--- src/rtl/adc_scan_pkg.sv ---
`timescale 1ns/1ps
package adc_scan_pkg;

    // What the sequencer does on a given clock edge, strongest first.
    typedef enum logic [2:0] {
        ACT_HOLD    = 3'd0,
        ACT_CANCEL  = 3'd1,
        ACT_RESTART = 3'd2,
        ACT_NEXT    = 3'd3,
        ACT_LAST    = 3'd4
    } seq_act_e;

    function automatic logic takes_result(seq_act_e a);
        return (a == ACT_NEXT) || (a == ACT_LAST);
    endfunction

endpackage

--- src/rtl/adc_scan_ctrl.sv ---
`timescale 1ns/1ps
module adc_scan_ctrl
    import adc_scan_pkg::*;
#(
    parameter int CH_PER_GRP = 4,
    parameter int GRP_W      = 1,
    parameter int TAG_W      = 2,
    localparam int IDX_W     = $clog2(CH_PER_GRP)
) (
    input  logic             clk,
    input  logic             rst,
    input  logic             en_i,
    input  logic             trig_i,
    input  logic             grp_wr_i,
    input  logic [GRP_W-1:0] grp_wdata_i,
    input  logic             busy_wr_i,
    input  logic             busy_wdata_i,
    input  logic             done_i,
    input  logic [TAG_W-1:0] done_tag_i,
    output logic             busy_o,
    output logic             start_o,
    output logic [IDX_W-1:0] idx_o,
    output logic [GRP_W-1:0] grp_o,
    output logic [TAG_W-1:0] tag_o,
    output logic             capture_o,
    output logic             irq_o
);
    localparam logic [IDX_W-1:0] LAST_IDX = IDX_W'(CH_PER_GRP - 1);

    logic             busy_q, start_q, irq_q;
    logic [IDX_W-1:0] idx_q;
    logic [GRP_W-1:0] grp_q;
    logic [TAG_W-1:0] tag_q;
    logic             clear_req, restart_req, done_ok;
    seq_act_e         act;

    always_comb begin
        clear_req   = busy_wr_i && !busy_wdata_i;
        restart_req = trig_i || (busy_wr_i && busy_wdata_i) || (grp_wr_i && busy_q);
        done_ok     = busy_q && done_i && (done_tag_i == tag_q);
        if (!en_i || clear_req)
            act = ACT_CANCEL;
        else if (restart_req)
            act = ACT_RESTART;
        else if (done_ok)
            act = (idx_q == LAST_IDX) ? ACT_LAST : ACT_NEXT;
        else
            act = ACT_HOLD;
    end

    assign capture_o = takes_result(act);

    always_ff @(posedge clk) begin
        if (rst) begin
            busy_q  <= 1'b0;
            start_q <= 1'b0;
            irq_q   <= 1'b0;
            idx_q   <= '0;
            grp_q   <= '0;
            tag_q   <= '0;
        end else begin
            if (grp_wr_i) grp_q <= grp_wdata_i;
            irq_q   <= takes_result(act);
            start_q <= 1'b0;
            unique case (act)
                ACT_CANCEL:  busy_q <= 1'b0;
                ACT_RESTART: begin
                    busy_q  <= 1'b1;
                    idx_q   <= '0;
                    tag_q   <= tag_q + TAG_W'(1);
                    start_q <= 1'b1;
                end
                ACT_NEXT: begin
                    idx_q   <= idx_q + IDX_W'(1);
                    tag_q   <= tag_q + TAG_W'(1);
                    start_q <= 1'b1;
                end
                ACT_LAST: busy_q <= 1'b0;
                default: ;
            endcase
        end
    end

    assign busy_o  = busy_q;
    assign start_o = start_q;
    assign idx_o   = idx_q;
    assign grp_o   = grp_q;
    assign tag_o   = tag_q;
    assign irq_o   = irq_q;


    off_idle_chk: assert property (@(posedge clk) disable iff (rst)
        !en_i |=> !busy_q);


    clear_abort_chk: assert property (@(posedge clk) disable iff (rst)
        (busy_wr_i && !busy_wdata_i) |=> (!busy_q && !irq_q));


    trig_start_chk: assert property (@(posedge clk) disable iff (rst)
        (en_i && trig_i && !(busy_wr_i && !busy_wdata_i))
            |=> (busy_q && start_q && idx_q == '0));


    stale_drop_chk: assert property (@(posedge clk) disable iff (rst)
        (done_i && done_tag_i != tag_q) |=> !irq_q);


    idle_no_start_chk: assert property (@(posedge clk) disable iff (rst)
        (start_q && !busy_q) |-> 1'b0 == 1'b1 ? 1'b0 : !start_q);

endmodule

--- src/rtl/adc_scan_result.sv ---
`timescale 1ns/1ps
module adc_scan_result #(
    parameter int RES_W = 12
) (
    input  logic             clk,
    input  logic             rst,
    input  logic             load_i,
    input  logic [RES_W-1:0] data_i,
    output logic [RES_W-1:0] q_o
);
    logic [RES_W-1:0] q_r;

    always_ff @(posedge clk) begin
        if (rst)         q_r <= '0;
        else if (load_i) q_r <= data_i;
    end

    assign q_o = q_r;


    hold_value_chk: assert property (@(posedge clk) disable iff (rst)
        !load_i |=> $stable(q_r));

endmodule

--- src/rtl/adc_scan_seq.sv ---
`timescale 1ns/1ps
module adc_scan_seq #(
    parameter int CH_PER_GRP = 4,
    parameter int GRP_W      = 1,
    parameter int TAG_W      = 2,
    parameter int RES_W      = 12,
    localparam int IDX_W     = $clog2(CH_PER_GRP),
    localparam int CH_W      = GRP_W + IDX_W
) (
    input  logic             clk,
    input  logic             rst,
    input  logic             en_i,
    input  logic             trig_i,
    input  logic             grp_wr_i,
    input  logic [GRP_W-1:0] grp_wdata_i,
    input  logic             busy_wr_i,
    input  logic             busy_wdata_i,
    output logic             conv_start_o,
    output logic [CH_W-1:0]  conv_ch_o,
    output logic [TAG_W-1:0] conv_tag_o,
    input  logic             conv_done_i,
    input  logic [TAG_W-1:0] conv_done_tag_i,
    input  logic [RES_W-1:0] conv_data_i,
    output logic             busy_o,
    output logic [GRP_W-1:0] grp_o,
    output logic [RES_W-1:0] result_o,
    output logic             eoc_irq_o
);
    logic [IDX_W-1:0] idx;
    logic             capture;

    adc_scan_ctrl #(
        .CH_PER_GRP(CH_PER_GRP),
        .GRP_W     (GRP_W),
        .TAG_W     (TAG_W)
    ) u_ctrl (
        .clk         (clk),
        .rst         (rst),
        .en_i        (en_i),
        .trig_i      (trig_i),
        .grp_wr_i    (grp_wr_i),
        .grp_wdata_i (grp_wdata_i),
        .busy_wr_i   (busy_wr_i),
        .busy_wdata_i(busy_wdata_i),
        .done_i      (conv_done_i),
        .done_tag_i  (conv_done_tag_i),
        .busy_o      (busy_o),
        .start_o     (conv_start_o),
        .idx_o       (idx),
        .grp_o       (grp_o),
        .tag_o       (conv_tag_o),
        .capture_o   (capture),
        .irq_o       (eoc_irq_o)
    );

    adc_scan_result #(.RES_W(RES_W)) u_result (
        .clk   (clk),
        .rst   (rst),
        .load_i(capture),
        .data_i(conv_data_i),
        .q_o   (result_o)
    );

    assign conv_ch_o = {grp_o, idx};


    irq_result_chk: assert property (@(posedge clk) disable iff (rst)
        eoc_irq_o |-> (result_o == $past(conv_data_i)));


    irq_pulse_chk: assert property (@(posedge clk) disable iff (rst)
        eoc_irq_o |=> !eoc_irq_o);

endmodule

--- config.mk ---
export PLATFORM = sky130hd
export DESIGN_NAME = adc_scan_seq
export DESIGN_NICKNAME = d
export VERILOG_FILES = /design/src/rtl/adc_scan_pkg.sv /design/src/rtl/adc_scan_ctrl.sv /design/src/rtl/adc_scan_result.sv /design/src/rtl/adc_scan_seq.sv
export SDC_FILE = /design/constraint.sdc
export NUM_CORES = 1
export LEC_CHECK = 0
export ABC_AREA = 1
export BUFFER_PORTS_ARGS = -buffer_cell sky130_fd_sc_hd__buf_2
export CAP_MARGIN = 20
export CORE_ASPECT_RATIO = 0.8
export CORE_MARGIN = 2
export CORE_UTILIZATION = 43
export CTS_CLUSTER_SIZE = 8
export DETAILED_ROUTE_END_ITERATION = 10
export GPL_TIMING_DRIVEN = 0
export PLACE_DENSITY = 0.76
export SLEW_MARGIN = 5
export SYNTH_ARGS = -nofsm -noshare
export SYNTH_HDL_FRONTEND = slang
export SYNTH_SLANG_ARGS = --single-unit
--- constraint.sdc ---
create_clock -name clk -period 1.5 [get_ports clk]
set_input_delay 0.3 -clock clk [delete_from_list [all_inputs] [get_ports clk]]
set_output_delay 0.3 -clock clk [all_outputs]
set_load 0.005 [all_outputs]
==> results of run 1 <==
==> cell families (layout without fill, tap and decap cells) <==
group | count (synthesis) | count (layout) | share of synthesized area
AOI/OAI and AO/OA | 20 | 20 | 0.1161
xor gates and xnor gates | 1 | 1 | 0.01016
adders and majority gates | 1 | 1 | 0.01451
buffers and inverters | 16 | 63 | 0.1045
DFF | 20 | 20 | 0.4644
and+or+nand+nor | 55 | 55 | 0.2903
==> per-stage QoR <==
step	hold WS [ns]	area, sq um	utilization
after floorplan	0.3691	862.1	-
after global placement	0.4551	1107	0.5853
after detailed placement	0.4676	1107	0.5853
after CTS	0.1894	1144	0.6045
after global routing	0.2004	1145	0.6052
final	0.2045	1145	0.6052
==> sequential cells by signal, indices dropped and copies added, names as in the netlist <==
signal and cells:
u_ctrl.idx_o 2, u_ctrl.grp_o 1, u_ctrl.tag_o 2, u_result.q_o 12, u_ctrl.start_o 1, u_ctrl.irq_o 1, u_ctrl.busy_o 1
==> power by group through the flow <==
| stage | clock, mW | sequential, mW | combinational [mW] |
|---|---|---|---|
| 2_1_floorplan | 0 | 0.560 | 0.0563 |
| 3_3_place_gp | 0 | 0.559 | 0.104 |
| 3_5_place_dp | 0 | 0.560 | 0.107 |
| 4_1_cts | 0.314 | 0.548 | 0.108 |
| 5_1_grt | 0.333 | 0.550 | 0.125 |
| 6_report | 0.297 | 0.549 | 0.107 |
==> Yosys cell counts <==
master / count / area, sq um
buf_12: 1 / 20.02
a21oi_1: 6 / 30.03
nand2_4: 1 / 11.26
dfxtp_1: 20 / 400.4
nand2_1: 17 / 63.81
nand3b_1: 1 / 7.510
ha_1: 1 / 12.51
buf_4: 1 / 7.510
nand4_1: 1 / 6.260
o21ai_0: 5 / 25.02
buf_1: 1 / 3.750
buf_6: 1 / 11.26
nor2_8: 1 / 20.02
nor2_2: 2 / 12.51
nand3_1: 3 / 15.01
inv_1: 10 / 37.54
inv_2: 1 / 3.750
xor2_1: 1 / 8.760
inv_4: 1 / 6.260
and2_4: 1 / 8.760
o21ai_1: 9 / 45.04
nor2_1: 28 / 105.1
==> worst max path at each step <==
| stage | from | to | slack (ns) | cells after the start |
|---|---|---|---|---|
| 2_1_floorplan | u_ctrl.tag_o[0] | u_result.q_o[0] | 0.26 | 9 |
| 3_3_place_gp | grp_wr_i | u_result.q_o[1] | 0.18 | 8 |
| 3_5_place_dp | grp_wr_i | u_result.q_o[7] | 0.12 | 8 |
| 4_1_cts | u_ctrl.tag_o[0] | u_result.q_o[7] | 0.12 | 9 |
| 5_1_grt | u_ctrl.tag_o[0] | u_result.q_o[9] | 0.04 | 9 |
| 6_report | u_ctrl.tag_o[0] | u_result.q_o[9] | 0.18 | 9 |
==> what timing repair did <==
action | 4_1_cts | 5_1_grt
endpoints found under the setup margin | 0 | 9
resized for setup | 0 | 1
hold endpoints to repair | 0 | 0
hold buffers | 0 | 0
==> routing by layer <==
layer	vias up	global-route usage	wire length, um
met1	367	0.2170	745
met3	2	0.07770	159
met4	0	0.04500	13
met5	-	0	0
met2	30	0.3268	970
li1	448	-	-
==> area by class of cell <==
cell class                 count  share of cell area
tap                           24             0.02623
inverter                      12             0.04153
timing repair buffer          43              0.1880
buffer                         4             0.03716
sequential                    20              0.3508
clock buffer                   4             0.03169
multi-input combinational     77              0.3246
==> impl_metrics.toml, run 1 <==
[outcome]
status = "finished, final reports clean"

[logic_synthesis]
synth-warning-count = 0
ys_types = 22
syn_inst = 113
ys_seq_area_frac = 0.4644
ys_seq_elements = 20
syn_avg_cell_area_sq_um = 7.629
syn_area_sq_um = 862.1
postSynthNetCount = 137

[timing]
fmax_mhz = 758.3
worstMarginPinSlew_ns = 0.3953
finalCritPeriodShare = 0.8791
drv_slew = 0
slew_headroom = 0.7365
clock_skew_ns = 0.0004035
setup_tns_ns = 0
final.setup.worst_slack_ns = 0.1813
fin_crit_ns = 1.319
final_hold_viol_count = 0
setup_viol = 0
rsz0062_at_grt = "false"

[cells_and_area]
mostFrequentLayoutCells = "43 x buf_2, 28 x nor2_1, 19 x dfxtp_1"
area_delta_synth_final_pct = 32.80
final_cells = 184
multiInputGateArea_sq_um = 371.6
fillCellCount = 164
layout.area.seq_sq_um = 401.6
n_antenna_cell = 0
finalNetCount = 185
drive_gt1_frac = 0.3625
layout_commonest_cell = "buf_2"

[cts]
cts_tree = "built"
post_cts_buffers = 0
cts_buffer_depth = 2
cts_made_buffers = 3
clockRootBuffer = "clkbuf_4"
htree_levels = 1
cts_sinks = 20
cts.clk_slew.worst_paths_ns = 0.10
clkLatencyLatePin_ns = 0.29

[global_route]
track_usage = 0.1890
antenna_found_initial = 0
grt_overflow_total = 0
grt_pass1_vias = 756
grt_max_degree = 12
grt_pass1_wl_um = 3243

[worst_setup_path]
start_kind = "register"
path_common_cell = "nand2_1"
rr_worst_depth = 9
critPathKind = "reg -> reg"
path_cells = "inv_2 > nand2_1 > nand2_1 > nor2_2 > and2_4 > nand2_4 > buf_6 > o21ai_1 > nor2_1"
max_stage_delay_ns = 0.39
crit_buf_inv = 2
required_ns = 1.69
critPathMaxFanout = 10
worstPathArrival_ns = 1.51
cp-end-kind = "register"
cp_slowest_cell = "dfxtp_2"
cpLargestDelayFamily = "simple AND/OR/NAND/NOR gates"
regToRegSetupSlack_ns = 0.18
rr_startpoint = "u_ctrl.tag_o[0]"
r2r-end = "u_result.q_o[9]"

[power]
finalPower_uw = 952.9
combPwrFrac = 0.112
ir_drop_uv = 992.4
pwr-share-seq = 0.576
internal-power_uw = 739.0
powerDensity_mw_per_mm2 = 832.3
p_leak_nw = 0.6096
p_switching_uw = 213.9
p_sw_frac = 0.2245
clock_power_share = 0.312

[placed_design]
io_buffers = 43
gp_congestion = 0.8076
dp.cells = 180
post-place-ws_ns = 0.1168
hpwl_um = 1522

[hold_path]
hp-class = "in -> reg"
min_to = "u_ctrl.grp_o"
hold_path_depth = 2
min-delay-start = "grp_wr_i"

[die]
dieHeight_um = 44.05
core.rowCount = 14
die_x_um = 54.06
coreArea_sq_mm = 0.001892
start_util = 0.4557
io_pins = 44
die_area_sq_mm = 0.002381

[routing]
antenna_left = 0
vias = 847
routed_via_density = 4.603
routed_wl_um = 1889
first_iter_violations = 13
drc = 0
firstDrtPassIters = 4
wl_per_cell_um = 10.27

[flow_run]
max_cap_viol_count = 0
Power figures use the tool's default switching activity.
==> inputs of run 2 (changes only) <==
--- a/config.mk
+++ b/config.mk
@@ -5,16 +5,15 @@
 export SDC_FILE = /design/constraint.sdc
 export NUM_CORES = 1
 export LEC_CHECK = 0
-export ABC_AREA = 1
 export BUFFER_PORTS_ARGS = -buffer_cell sky130_fd_sc_hd__buf_2
 export CAP_MARGIN = 20
 export CORE_ASPECT_RATIO = 0.8
 export CORE_MARGIN = 2
-export CORE_UTILIZATION = 43
+export CORE_UTILIZATION = 44
 export CTS_CLUSTER_SIZE = 8
 export DETAILED_ROUTE_END_ITERATION = 10
 export GPL_TIMING_DRIVEN = 0
-export PLACE_DENSITY = 0.76
+export PLACE_DENSITY = 0.77
 export SLEW_MARGIN = 5
 export SYNTH_ARGS = -nofsm -noshare
 export SYNTH_HDL_FRONTEND = slang
==> run 2 against run 1 <==
Net effect:
- the run now ends with setup timing left
- critical path depth shrank 3
- total power increased by 0.29%
- highest routed layer unchanged
- clock-buffer cell count down 1
- maximum frequency down 21%
- synthesized cell count fell by 19%
- cell count down 8.2%
- routed wire length increased by 26%
- worst hold slack improved by 0.036 ns
- sequential power is 0.7% higher
- combinational power is 53% higher
- cell area increased by 17%
==> impl_metrics.toml, run 2 <==
[timing]
clock_skew_ns = 0.001668
slew_headroom = 0.7014
worstMarginPinSlew_ns = 0.4479
setup_viol = 14
drv_slew = 0
hold-worst-slack_ns = 0.2409
rsz0062_at_grt = "true"
final.setup.worst_slack_ns = -0.1745
setup_tns_ns = -1.817
fmax_mhz = 597.2
final_hold_viol_count = 0
fin_crit_ns = 1.675
finalCritPeriodShare = 1.116

[power]
powerDensity_mw_per_mm2 = 710.5
finalPower_uw = 955.6
p_leak_nw = 0.7243
ir_drop_uv = 652.4

[cells_and_area]
area_delta_synth_final_pct = 50.14
postLayoutCoreUtil = 0.7045
fillCellCount = 156
layout_commonest_cell = "buf_2"
multiInputGateArea_sq_um = 514.2
largest_register_ff_count = 12
drive_gt1_frac = 0.4897
layout.area.seq_sq_um = 407.9
finalNetCount = 171
mostFrequentLayoutCells = "40 x buf_2, 16 x nor2_1, 16 x dfxtp_1"
n_antenna_cell = 0

[worst_setup_path]
regToRegSetupSlack_ns = -0.12
cp-startpoint = "grp_wr_i"
path_cells = "buf_6 > or4b_4 > or4_4 > buf_12 > mux2i_1 > nor2_1"
worstPathArrival_ns = 1.85
cp_slowest_cell = "or4b_4"
critPathKind = "in -> reg"
max_stage_delay_ns = 0.53
cp-end-kind = "register"
start_kind = "primary input"
required_ns = 1.67
critPathMaxFanout = 5
rr_startpoint = "u_ctrl.tag_o[0]"

[routing]
routed_via_density = 5.118
wl_per_cell_um = 14.12
first_iter_violations = 15
drc = 0
vias = 865
firstDrtPassIters = 4
antenna_left = 0
routed_wl_um = 2386

[global_route]
antenna_found_initial = 0
grt_pass1_wl_um = 3546
track_usage = 0.2100
grt_max_degree = 11
grt_overflow_total = 0
grt_pass1_vias = 839

[logic_synthesis]
ys_types = 31
syn_area_sq_um = 895.9
postSynthNetCount = 116
syn_inst = 92
ys_dominant_reg_cell = "dfxtp_1"
synth-edff-count = 0
synth_most_common_cell = "dfxtp_1"
ys_seq_area_frac = 0.4469
synth-warning-count = 0
syn_avg_cell_area_sq_um = 9.738
ys_top_cells_by_count = "20 x dfxtp_1, 16 x nor2_1, 13 x mux2i_1"
yosysTopAreaCell = "dfxtp_1"
synth_top_area_frac = 0.4469
ys_seq_elements = 20
synth.area.top_cells = "dfxtp_1 45%, mux2i_1 15%, nor2_1 6.7%"
ys_async_sr_fraction = 0

[cts]
cts.clk_slew.worst_paths_ns = 0.10
cts_sinks = 20
cts_hold_buf = 0
clkLatencyLatePin_ns = 0.29
cts_made_buffers = 3
clockRootBuffer = "clkbuf_4"
cts_tree = "built"
cts_buffer_depth = 2
htree_levels = 1

[die]
die_x_um = 54.45
io_pins = 44
die_area_sq_mm = 0.002415
start_util = 0.4692
dieHeight_um = 44.36
coreArea_sq_mm = 0.001909
core.rowCount = 14

[hold_path]
hp-class = "in -> reg"
min-delay-start = "conv_data_i[8]"

[placed_design]
io_buffers = 42
gp_congestion = 0.8311
hpwl_um = 1643

[flow_run]
max_cap_viol_count = 0

[outcome]
violations = "setup timing"
status = "complete, but fails checks"
[run 2: changes by cell type after synthesis, sizes merged, moves of 4 or more]
cell   previous run  this run
a21oi             6         2
inv              12         2
mux2i             0        13
nand2            18         5
nor2             31        16
o21ai            14         0
[run 2: cell families (layout without fill, tap and decap cells)]
logic type,after synthesis,in the layout,share of synthesized area
compound gates,8,8,0.07124
xor+xnor,2,2,0.01956
fa+ha+maj,1,1,0.01396
buf+inv,8,61,0.06425
flops,20,20,0.4469
mux,13,13,0.1452
simple gates,40,40,0.2388
[run 2: stage by stage]
step,std cells,cell area (sq um),setup slack [ns]
6_report,169,1345,-0.1745
5_1_grt,169,1345,-0.1790
4_1_cts,168,1296,-0.1742
3_5_place_dp,158,1142,-0.5325
3_3_place_gp,158,1142,-0.4967
2_1_floorplan,92,902.1,-0.2939
[run 2: worst paths after layout]
kind	to	depth (start not counted)
hold / removal	u_result.q_o[8]	3
hold reg to reg	u_result.q_o[1]	2
setup / recovery	u_result.q_o[11]	6
setup reg to reg	u_result.q_o[11]	5
[run 2: critical path: cells and delay by family]
kind	cells	cell delay, ns
and+or+nand+nor	3	1.10
muxes	1	0.18
buffers and inverters	2	0.26
[run 2: where the power goes]
part           leakage (nW)  total (mW)  internal (mW)  switching [mW]
combinational         0.547       0.164         0.0861          0.0782
clock                0.0138       0.239         0.0934           0.145
sequential            0.164       0.553          0.543          0.0101
total                 0.724       0.956          0.722           0.234
[run 2: cell type report]
cell class / instances / share of cell area
well taps: 24 / 0.02233
plain buffers: 5 / 0.02884
inverters: 2 / 0.005581
flip-flops and latches: 20 / 0.3033
multi-input cells: 64 / 0.3823
clock buffers: 3 / 0.01674
repair buffers: 51 / 0.2409
[run 2: routing by layer]
layer / routed length, um / global-route usage
met5: 0 / 0
met4: 38 / 0.08000
met3: 104 / 0.05068
met1: 962 / 0.2420
met2: 1280 / 0.3711
[run 2: repair_timing]
action                     in CTS  in global routing
setup endpoints to repair      18                 16
cloned                          0                  1
pin swaps                       1                  5
resized for setup              12                  7
buffers inserted                7                  2
